File: src/rtl/bsu_pkg.sv
package bsu_pkg;
    localparam int WORD_W = 16;
    localparam int IDX_W  = $clog2(WORD_W);

    typedef enum logic [1:0] {
        CLS_SHIFT = 2'b00,
        CLS_BIT   = 2'b01,
        CLS_UNARY = 2'b10,
        CLS_PASS  = 2'b11
    } op_class_e;

    typedef enum logic [1:0] {
        BOP_TEST = 2'b00,
        BOP_FLIP = 2'b01,
        BOP_CLR  = 2'b10,
        BOP_SET  = 2'b11
    } bit_op_e;

    // Flag word positions
    localparam int FC = 0;
    localparam int FZ = 1;
    localparam int FS = 2;
    localparam int FV = 3;
    localparam int FP = 4;

    typedef struct packed {
        logic [WORD_W-1:0] res;
        logic              c;
        logic              z;
        logic              s;
        logic              v;
        logic              p;
        logic              ct;
    } unit_out_t;
endpackage

File: src/rtl/bsu_shifter.sv
module bsu_shifter #(
    parameter int W = 16
) (
    input  logic [W-1:0] din,
    input  logic         cin,
    input  logic [2:0]   code,
    output logic [W-1:0] dout,
    output logic         cout
);
    always_comb begin
        dout = din;
        cout = 1'b0;
        case (code)
            3'b000: begin dout = {din[W-2:0], din[W-1]}; cout = din[W-1]; end
            3'b001: begin dout = {din[W-2:0], cin};      cout = din[W-1]; end
            3'b010: begin dout = {din[0], din[W-1:1]};   cout = din[0];   end
            3'b011: begin dout = {cin, din[W-1:1]};      cout = din[0];   end
            3'b100,
            3'b101: begin dout = {din[W-2:0], 1'b0};     cout = din[W-1]; end
            3'b110: begin dout = {din[W-1], din[W-1:1]}; cout = din[0];   end
            default: begin dout = {1'b0, din[W-1:1]};    cout = din[0];   end
        endcase
    end
endmodule

File: src/rtl/bsu_bitop.sv
module bsu_bitop #(
    parameter int W  = 16,
    parameter int IW = $clog2(W)
) (
    input  logic [W-1:0]  din,
    input  logic [IW-1:0] idx,
    input  logic [1:0]    code,
    output logic [W-1:0]  dout,
    output logic          sel_bit
);
    logic [W-1:0] mask;

    for (genvar i = 0; i < W; i++) begin : g_mask
        assign mask[i] = (idx == IW'(i));
    end

    assign sel_bit = |(din & mask);

    always_comb begin
        case (code)
            2'b01:   dout = din ^ mask;
            2'b10:   dout = din & ~mask;
            2'b11:   dout = din | mask;
            default: dout = din;
        endcase
    end
endmodule

File: src/rtl/bsu_cond.sv
module bsu_cond (
    input  logic [4:0] flags,
    input  logic [3:0] code,
    output logic       hit
);
    import bsu_pkg::*;
    logic c, z, s, v, p, lt;

    always_comb begin
        c  = flags[FC];
        z  = flags[FZ];
        s  = flags[FS];
        v  = flags[FV];
        p  = flags[FP];
        lt = s ^ v;
        case (code[3:1])
            3'b000: hit = z;
            3'b001: hit = s;
            3'b010: hit = v;
            3'b011: hit = p;
            3'b100: hit = c;
            3'b101: hit = c | z;
            3'b110: hit = z | lt;
            default: hit = lt;
        endcase
        // even codes are the negated sense of the odd partner
        if (!code[0]) hit = ~hit;
    end
endmodule

File: src/rtl/bsu_unit.sv
module bsu_unit
    import bsu_pkg::*;
#(
    parameter int W  = WORD_W,
    parameter int IW = $clog2(W)
) (
    input  logic          clk,
    input  logic          rst_n,
    input  logic [1:0]    op_class,
    input  logic [2:0]    sub_op,
    input  logic [W-1:0]  operand,
    input  logic [IW-1:0] bit_idx,
    input  logic [4:0]    flags_in,
    input  logic [3:0]    cond_code,
    output logic [W-1:0]  result,
    output logic          carry_out,
    output logic          zero_out,
    output logic          sign_out,
    output logic          ovf_out,
    output logic          parity_out,
    output logic          cond_true
);
    typedef struct packed {
        logic [W-1:0] res;
        logic         c;
        logic         z;
        logic         s;
        logic         v;
        logic         p;
        logic         ct;
    } st_t;

    st_t st_d, st_q;

    logic [W-1:0] sh_res, bo_res;
    logic         sh_c, bo_sel, cond_hit;
    logic [W-1:0] neg_res;

    bsu_shifter #(.W(W)) u_shift (
        .din (operand),
        .cin (flags_in[FC]),
        .code(sub_op),
        .dout(sh_res),
        .cout(sh_c)
    );

    bsu_bitop #(.W(W), .IW(IW)) u_bitop (
        .din    (operand),
        .idx    (bit_idx),
        .code   (sub_op[1:0]),
        .dout   (bo_res),
        .sel_bit(bo_sel)
    );

    bsu_cond u_cond (
        .flags(flags_in),
        .code (cond_code),
        .hit  (cond_hit)
    );

    assign neg_res = (~operand) + W'(1);

    always_comb begin
        st_d    = '0;
        st_d.res = operand;
        st_d.c  = flags_in[FC];
        st_d.z  = flags_in[FZ];
        st_d.s  = flags_in[FS];
        st_d.v  = flags_in[FV];
        st_d.p  = flags_in[FP];
        st_d.ct = cond_hit;
        case (op_class_e'(op_class))
            CLS_SHIFT: begin
                st_d.res = sh_res;
                st_d.c   = sh_c;
                st_d.v   = 1'b0;
                st_d.z   = (sh_res == '0);
                st_d.s   = sh_res[W-1];
                st_d.p   = ~(^sh_res);
            end
            CLS_BIT: begin
                st_d.res = bo_res;
                if (bit_op_e'(sub_op[1:0]) == BOP_TEST) st_d.z = ~bo_sel;
            end
            CLS_UNARY: begin
                if (sub_op[0]) begin
                    st_d.res = neg_res;
                    st_d.c   = (operand != '0);
                    st_d.v   = (operand == {1'b1, {(W-1){1'b0}}});
                end else begin
                    st_d.res = ~operand;
                    st_d.v   = 1'b0;
                end
                st_d.z = (st_d.res == '0);
                st_d.s = st_d.res[W-1];
                st_d.p = ~(^st_d.res);
            end
            default: ;
        endcase
    end

    always_ff @(posedge clk or negedge rst_n) begin
        if (!rst_n) st_q <= '0;
        else        st_q <= st_d;
    end

    assign result     = st_q.res;
    assign carry_out  = st_q.c;
    assign zero_out   = st_q.z;
    assign sign_out   = st_q.s;
    assign ovf_out    = st_q.v;
    assign parity_out = st_q.p;
    assign cond_true  = st_q.ct;

    // Assertions
    assert_shl_fill_R4: assert property (@(posedge clk) disable iff (!rst_n)
        (op_class == 2'b00 && sub_op[2:1] == 2'b10)
        |=> (result[0] == 1'b0 && carry_out == $past(operand[W-1])));

    assert_set_bit_R8: assert property (@(posedge clk) disable iff (!rst_n)
        (op_class == 2'b01 && sub_op[1:0] == 2'b11) |=> result[$past(bit_idx)]);

    assert_clr_bit_R8: assert property (@(posedge clk) disable iff (!rst_n)
        (op_class == 2'b01 && sub_op[1:0] == 2'b10) |=> !result[$past(bit_idx)]);

    assert_test_keeps_R7: assert property (@(posedge clk) disable iff (!rst_n)
        (op_class == 2'b01 && sub_op[1:0] == 2'b00) |=> (result == $past(operand)));

    assert_neg_min_R10: assert property (@(posedge clk) disable iff (!rst_n)
        (op_class == 2'b10 && sub_op[0] && operand == {1'b1, {(W-1){1'b0}}})
        |=> (ovf_out && result == {1'b1, {(W-1){1'b0}}}));

    assert_shift_novf_R6: assert property (@(posedge clk) disable iff (!rst_n)
        (op_class == 2'b00) |=> !ovf_out);

    assert_pass_R13: assert property (@(posedge clk) disable iff (!rst_n)
        (op_class == 2'b11) |=> (result == $past(operand) && carry_out == $past(flags_in[0])));

    assert_reset_R1: assert property (@(posedge clk)
        !rst_n |-> (result == '0 && !cond_true));
endmodule

File: config.mk
export PLATFORM = sky130hd
export DESIGN_NAME = bsu_unit
export DESIGN_NICKNAME = d
export VERILOG_FILES = /design/src/rtl/bsu_pkg.sv /design/src/rtl/bsu_shifter.sv /design/src/rtl/bsu_bitop.sv /design/src/rtl/bsu_cond.sv /design/src/rtl/bsu_unit.sv
export SDC_FILE = /design/constraint.sdc
export NUM_CORES = 1
export LEC_CHECK = 0
export BUFFER_PORTS_ARGS = -buffer_cell sky130_fd_sc_hd__buf_2
export CORE_MARGIN = 3
export CORE_UTILIZATION = 45
export DETAILED_ROUTE_END_ITERATION = 8
export PLACE_DENSITY = 0.65
export SETUP_SLACK_MARGIN = 0.2
export SYNTH_ARGS = -nofsm -noshare
export SYNTH_HDL_FRONTEND = slang
export SYNTH_SLANG_ARGS = --single-unit
File: constraint.sdc
create_clock -name clk -period 0.8 [get_ports clk]
set_input_delay 0.16 -clock clk [delete_from_list [all_inputs] [get_ports clk]]
set_output_delay 0.16 -clock clk [all_outputs]
set_load 0.005 [all_outputs]
After elaboration in Yosys (flattened, before gate mapping)

Index checks and enable logic that the tools add are counted.

Register bits: 22
Input port bits: 36
Output and inout port bits: 22
Logic and storage cells: 81

Add/sub/neg operators: 1
Eq/ne operators: 33
Multiplexer cells: 14
Bitwise gates (word level): 13
Reductions and logical operators: 13

Operators with widths:

| operator              | count |
|---|---|
| $pmux 16 s3           | 2 |
| $pmux 16 s6           | 1 |
| $and 16x16->16        | 2 |
| $eq 4x4->1 const B    | 8 |
| $logic_not 16->1      | 2 |
| $mux 16               | 2 |
| $not 16->16           | 2 |
| $reduce_xor 16->1     | 2 |
| $eq 3x3->1 const B    | 6 |
| $add 16x1->16 const B | 1 |
| $eq 16x16->1 const B  | 1 |
| $eq 4x3->1 const B    | 4 |
| $or 16x16->16         | 1 |
| $reduce_bool 16->1    | 1 |
| $reduce_or 16->1      | 1 |
| $xor 16x16->16        | 1 |
| $eq 3x2->1 const B    | 4 |
| $eq 4x2->1 const B    | 2 |
| $pmux 1 s7            | 1 |
| $eq 2x2->1 const B    | 3 |
| $eq 3x1->1 const B    | 2 |
| $logic_not 3->1       | 2 |
| $pmux 3 s2            | 1 |
| $mux 1                | 5 |
| other kinds (11)      | 17 |

Logic depth before layout (Yosys ltp)

Word-level depth: 7
Mapped depth: 12
Mapped depth without buffers: 11

Hierarchy

A second synthesis with hierarchy kept.

Cells, all modules: 413
Area total of the unflattened synthesis: 3771.1 µm²

Modules (own cells, without submodules):

| module      | instances | cells an instance | area each (µm²) | sequential area each (µm²) |
|---|---|---|---|---|
| bsu_unit    | 1         | 222               | 1973.1          | 550.5 |
| bsu_bitop   | 1         | 153               | 1423.9          | 0.0 |
| bsu_shifter | 1         | 25                | 275.3           | 0.0 |
| bsu_cond    | 1         | 13                | 98.8            | 0.0 |

Worst setup path before layout

OpenSTA, ideal clock, no wires.

Path type: input-to-reg
Start point: input port operand[0]
End point: register st_q (netlist bit parity_out)
Setup time: 138 ps
Data arrival time: 2318 ps
Data required time: 662 ps
Path slack: -1656 ps
Stages: 12
Path buffers: 1
Cell sequence: clkbuf_1 inv_1 ha_1 nand4bb_1 nor3b_2 nand2_1 xnor2_1 ha_1 xnor2_1 xnor2_1 xnor2_1 o221ai_1

RTL lines:

| what                 | RTL line        | text |
|---|---|---|
| from (decl)          | bsu_unit.sv:11  | `input logic [W-1:0] operand,` |
| to (signal assigned) | bsu_unit.sv:104 | `else st_q <= st_d;` |
| to (decl)            | bsu_unit.sv:33  | `st_t st_d, st_q;` |

==> qor.txt <==
die area: 0.00880 mm2
synthesized area per cell: 8.18 um2
WL final: 13.6 mm
CTS tree: built
Tcrit/Tclk final: 285%
clock power share: 15.3%
top_reg_cell synth: dfrtp_1
Reg clk slew, reported paths: 0.08 ns
maximum fanout along the worst path: 8
DP HPWL: 9.13 mm
DRC: 0
fraction of registers with async set/reset: 100%
number of synthesized register bits: 22
Finish-stage setup viols: 44
Worst Tran Pin Value: 0.491 ns
via count: 4097
post-route cell area: 0.00605 mm2
combinational share of power: 60.7%
Crit. path cell count: 11
Placer Congestion: 0.925
Worst setup SP type: input pin
gr ovfl total: 0
post-route ant nets: 0
Slowest-stage cell, CP: xnor2_1
crit path DAT: 2.41 ns
post-layout util: 82.1%
antenna violations before repair: 0
maximum clock frequency: 439 MHz
sequential cell area fraction in the yosys report: 15.9%
CTS max path bufs: 2
Pint: 3.34 mW
P per Cell Area: 878 mW/mm2
Pwr Total: 5.31 mW
Mapped Cells: 424
H-tree Lvls: 1
Worst setup EP type: flop
Worst IR Drop VDD: 0.000640 V
CP Class: input pin to flop
worst hold slack: -0.154 ns
Post-DP Area: 0.00493 mm2
total of max-cap violations: 0
Fin. Hold Viols: 22
pin count of the biggest net entering global routing: 33
Die H: 93.8 um
final net count: 721
fin. max-slew vios: 0
drt first pass iters: 5
vias in the first global route: 4084
CP delay by family, top: XOR/XNOR gates
initial DRC count: 295
Pleak: 2.98 nW
Worst EP required: 0.93 ns
antenna diode count: 0
IO buf count: 57
Crit path buffers/inverters: 2
Fillers: 432
routed vias/inst: 5.71
Cell Chain, Critical Path: buf_6 > buf_6 > nand4bb_4 > nor3b_4 > nand2_1 > xnor2_1 > ha_4 > xor2_2 > xnor2_2 > xnor2_1 > o221ai_1
setup ws final: -1.48 ns
commonest non-fill, non-tap cell in the layout: buf_4
min Tclk post-route: 2.28 ns
most frequent cells in the layout: buf_4, ha_1, buf_2
Psw: 1.97 mW
Post-synth EDFFs: 0
synthesized cell area: 0.00347 mm2
violated checks: negative hold slack, negative setup slack
die boundary width: 93.8 um
CTS root buffer: clkbuf_8
setup_tns: -18.78 ns
GRT Overall Usage: 28.6%
Core ar.: 0.00737 mm2
io pins: 58
routed length per placed instance: 18.9 um
total CTS buffers: 3
Starting Density: 47.1%
RSZ-0062 raised after global routing: true
crit-path max cell delay: 0.40 ns
area grow syn2layout: 74.4%
Slew headroom: 67.2%
Distinct cells, synth: 53
Post-Syn Nets: 525
row count: 31
yosys warns: 0
first-pass GRT wire length: 20.0 mm
sequential share of power: 24.0%
clk sinks: 22
Setup Slack @ Placement: -1.74 ns
status: finished with violations
share of layout cells above drive strength 1: 53.8%
Sw Ratio: 37.1%
Hold WC Path Type: input pin to async pin
[flip-flops by register name, indices dropped and copies added, names as in the netlist]
name	flops
result	16
zero_out	1
cond_true	1
ovf_out	1
carry_out	1
sign_out	1
parity_out	1
[cells in the mapped netlist (2+ instances only)]
cell type | count | area (um2)
and2_1 | 2 | 12.5
and3_1 | 2 | 12.5
mux4_2 | 6 | 135
ha_1 | 65 | 813
o221ai_1 | 4 | 35.0
nor3_1 | 8 | 40.0
clkbuf_1 | 21 | 78.8
a22o_1 | 2 | 17.5
nand2b_1 | 3 | 18.8
dfrtp_1 | 22 | 551
a221oi_1 | 3 | 26.3
a31oi_1 | 4 | 25.0
nand4_1 | 7 | 43.8
a21oi_1 | 26 | 130
buf_2 | 2 | 10.0
nand2_1 | 36 | 135
o21ai_0 | 14 | 70.1
mux2_2 | 2 | 22.5
or4_1 | 3 | 22.5
o31ai_1 | 2 | 15.0
a32oi_1 | 2 | 17.5
mux2i_1 | 17 | 170
o22ai_1 | 3 | 18.8
inv_1 | 46 | 173
nor2b_1 | 10 | 62.6
o221a_2 | 2 | 22.5
xnor2_1 | 31 | 272
o211ai_1 | 6 | 45.0
xor2_1 | 3 | 26.3
nor3b_1 | 3 | 22.5
nand3_1 | 12 | 60.1
a211o_1 | 2 | 17.5
buf_1 | 4 | 15.0
or3_1 | 2 | 12.5
nor4_1 | 4 | 25.0
nor2_1 | 19 | 71.3
a211oi_1 | 8 | 60.1
[final cells by class]
cell class	count	area [um2]	share of cell area, %
Sequential cell	22	551	9.10
Clock buffer	4	55.1	0.910
Multi-Input combinational cell	327	3360	55.6
Inverter	47	184	3.04
Timing Repair Buffer	219	1770	29.3
Tap cell	99	124	2.05
[cells by family after synthesis]
kind of cell               Yosys count  share of synthesized area [%]
muxes                               25                           9.45
DFF                                 22                           15.9
and+or+nand+nor                    119                           18.4
AOI/OAI and AO/OA                   84                           16.0
buffers and inverters               75                           8.30
xor gates and xnor gates            34                           8.59
adders and majority gates           65                           23.4
[routing by layer]
metal | track usage, % | wire length [um] | up-vias
met4 | 9.03 | 448 | 0
met2 | 52.4 | 7010 | 188
met5 | 0 | 0 | -
li1 | - | - | 1886
met1 | 35.0 | 5390 | 1977
met3 | 2.48 | 725 | 46
[how the worst max path moves through the flow]
| stage | from | end | slack, ns |
|---|---|---|---|
| after CTS | operand[11] | parity_out$_DFF_PN0_ | -1.40 |
| after floorplan | sub_op[0] | parity_out$_DFF_PN0_ | -1.58 |
| after detailed placement | operand[3] | parity_out$_DFF_PN0_ | -1.74 |
| final | operand[2] | parity_out$_DFF_PN0_ | -1.48 |
| after global routing | operand[11] | parity_out$_DFF_PN0_ | -1.51 |
| after global placement | operand[3] | parity_out$_DFF_PN0_ | -1.68 |
[power groups by stage]
stage          registers (mW)  clock network (mW)  logic, mW
2_1_floorplan            1.33                   0       1.40
3_3_place_gp             1.30                   0       2.46
3_5_place_dp             1.30                   0       2.53
4_1_cts                  1.27               0.822       2.89
5_1_grt                  1.29               0.886       3.44
6_report                 1.27               0.814       3.22
[stage by stage]
| step | std cells | hold WS (ns) |
|---|---|---|
| after floorplan | 424 | -0.136 |
| after detailed placement | 687 | 0.153 |
| final | 718 | -0.154 |
| after global routing | 718 | -0.117 |
| after CTS | 709 | -0.133 |
| after global placement | 687 | 0.151 |
[timing repair]
action,CTS,global route
resized for setup,127,41
pin swaps,52,40
endpoints found under the hold margin,22,22
endpoints found under the setup margin,44,44
setup buffers,18,9
No activity file was read; power rests on OpenSTA's default activity.
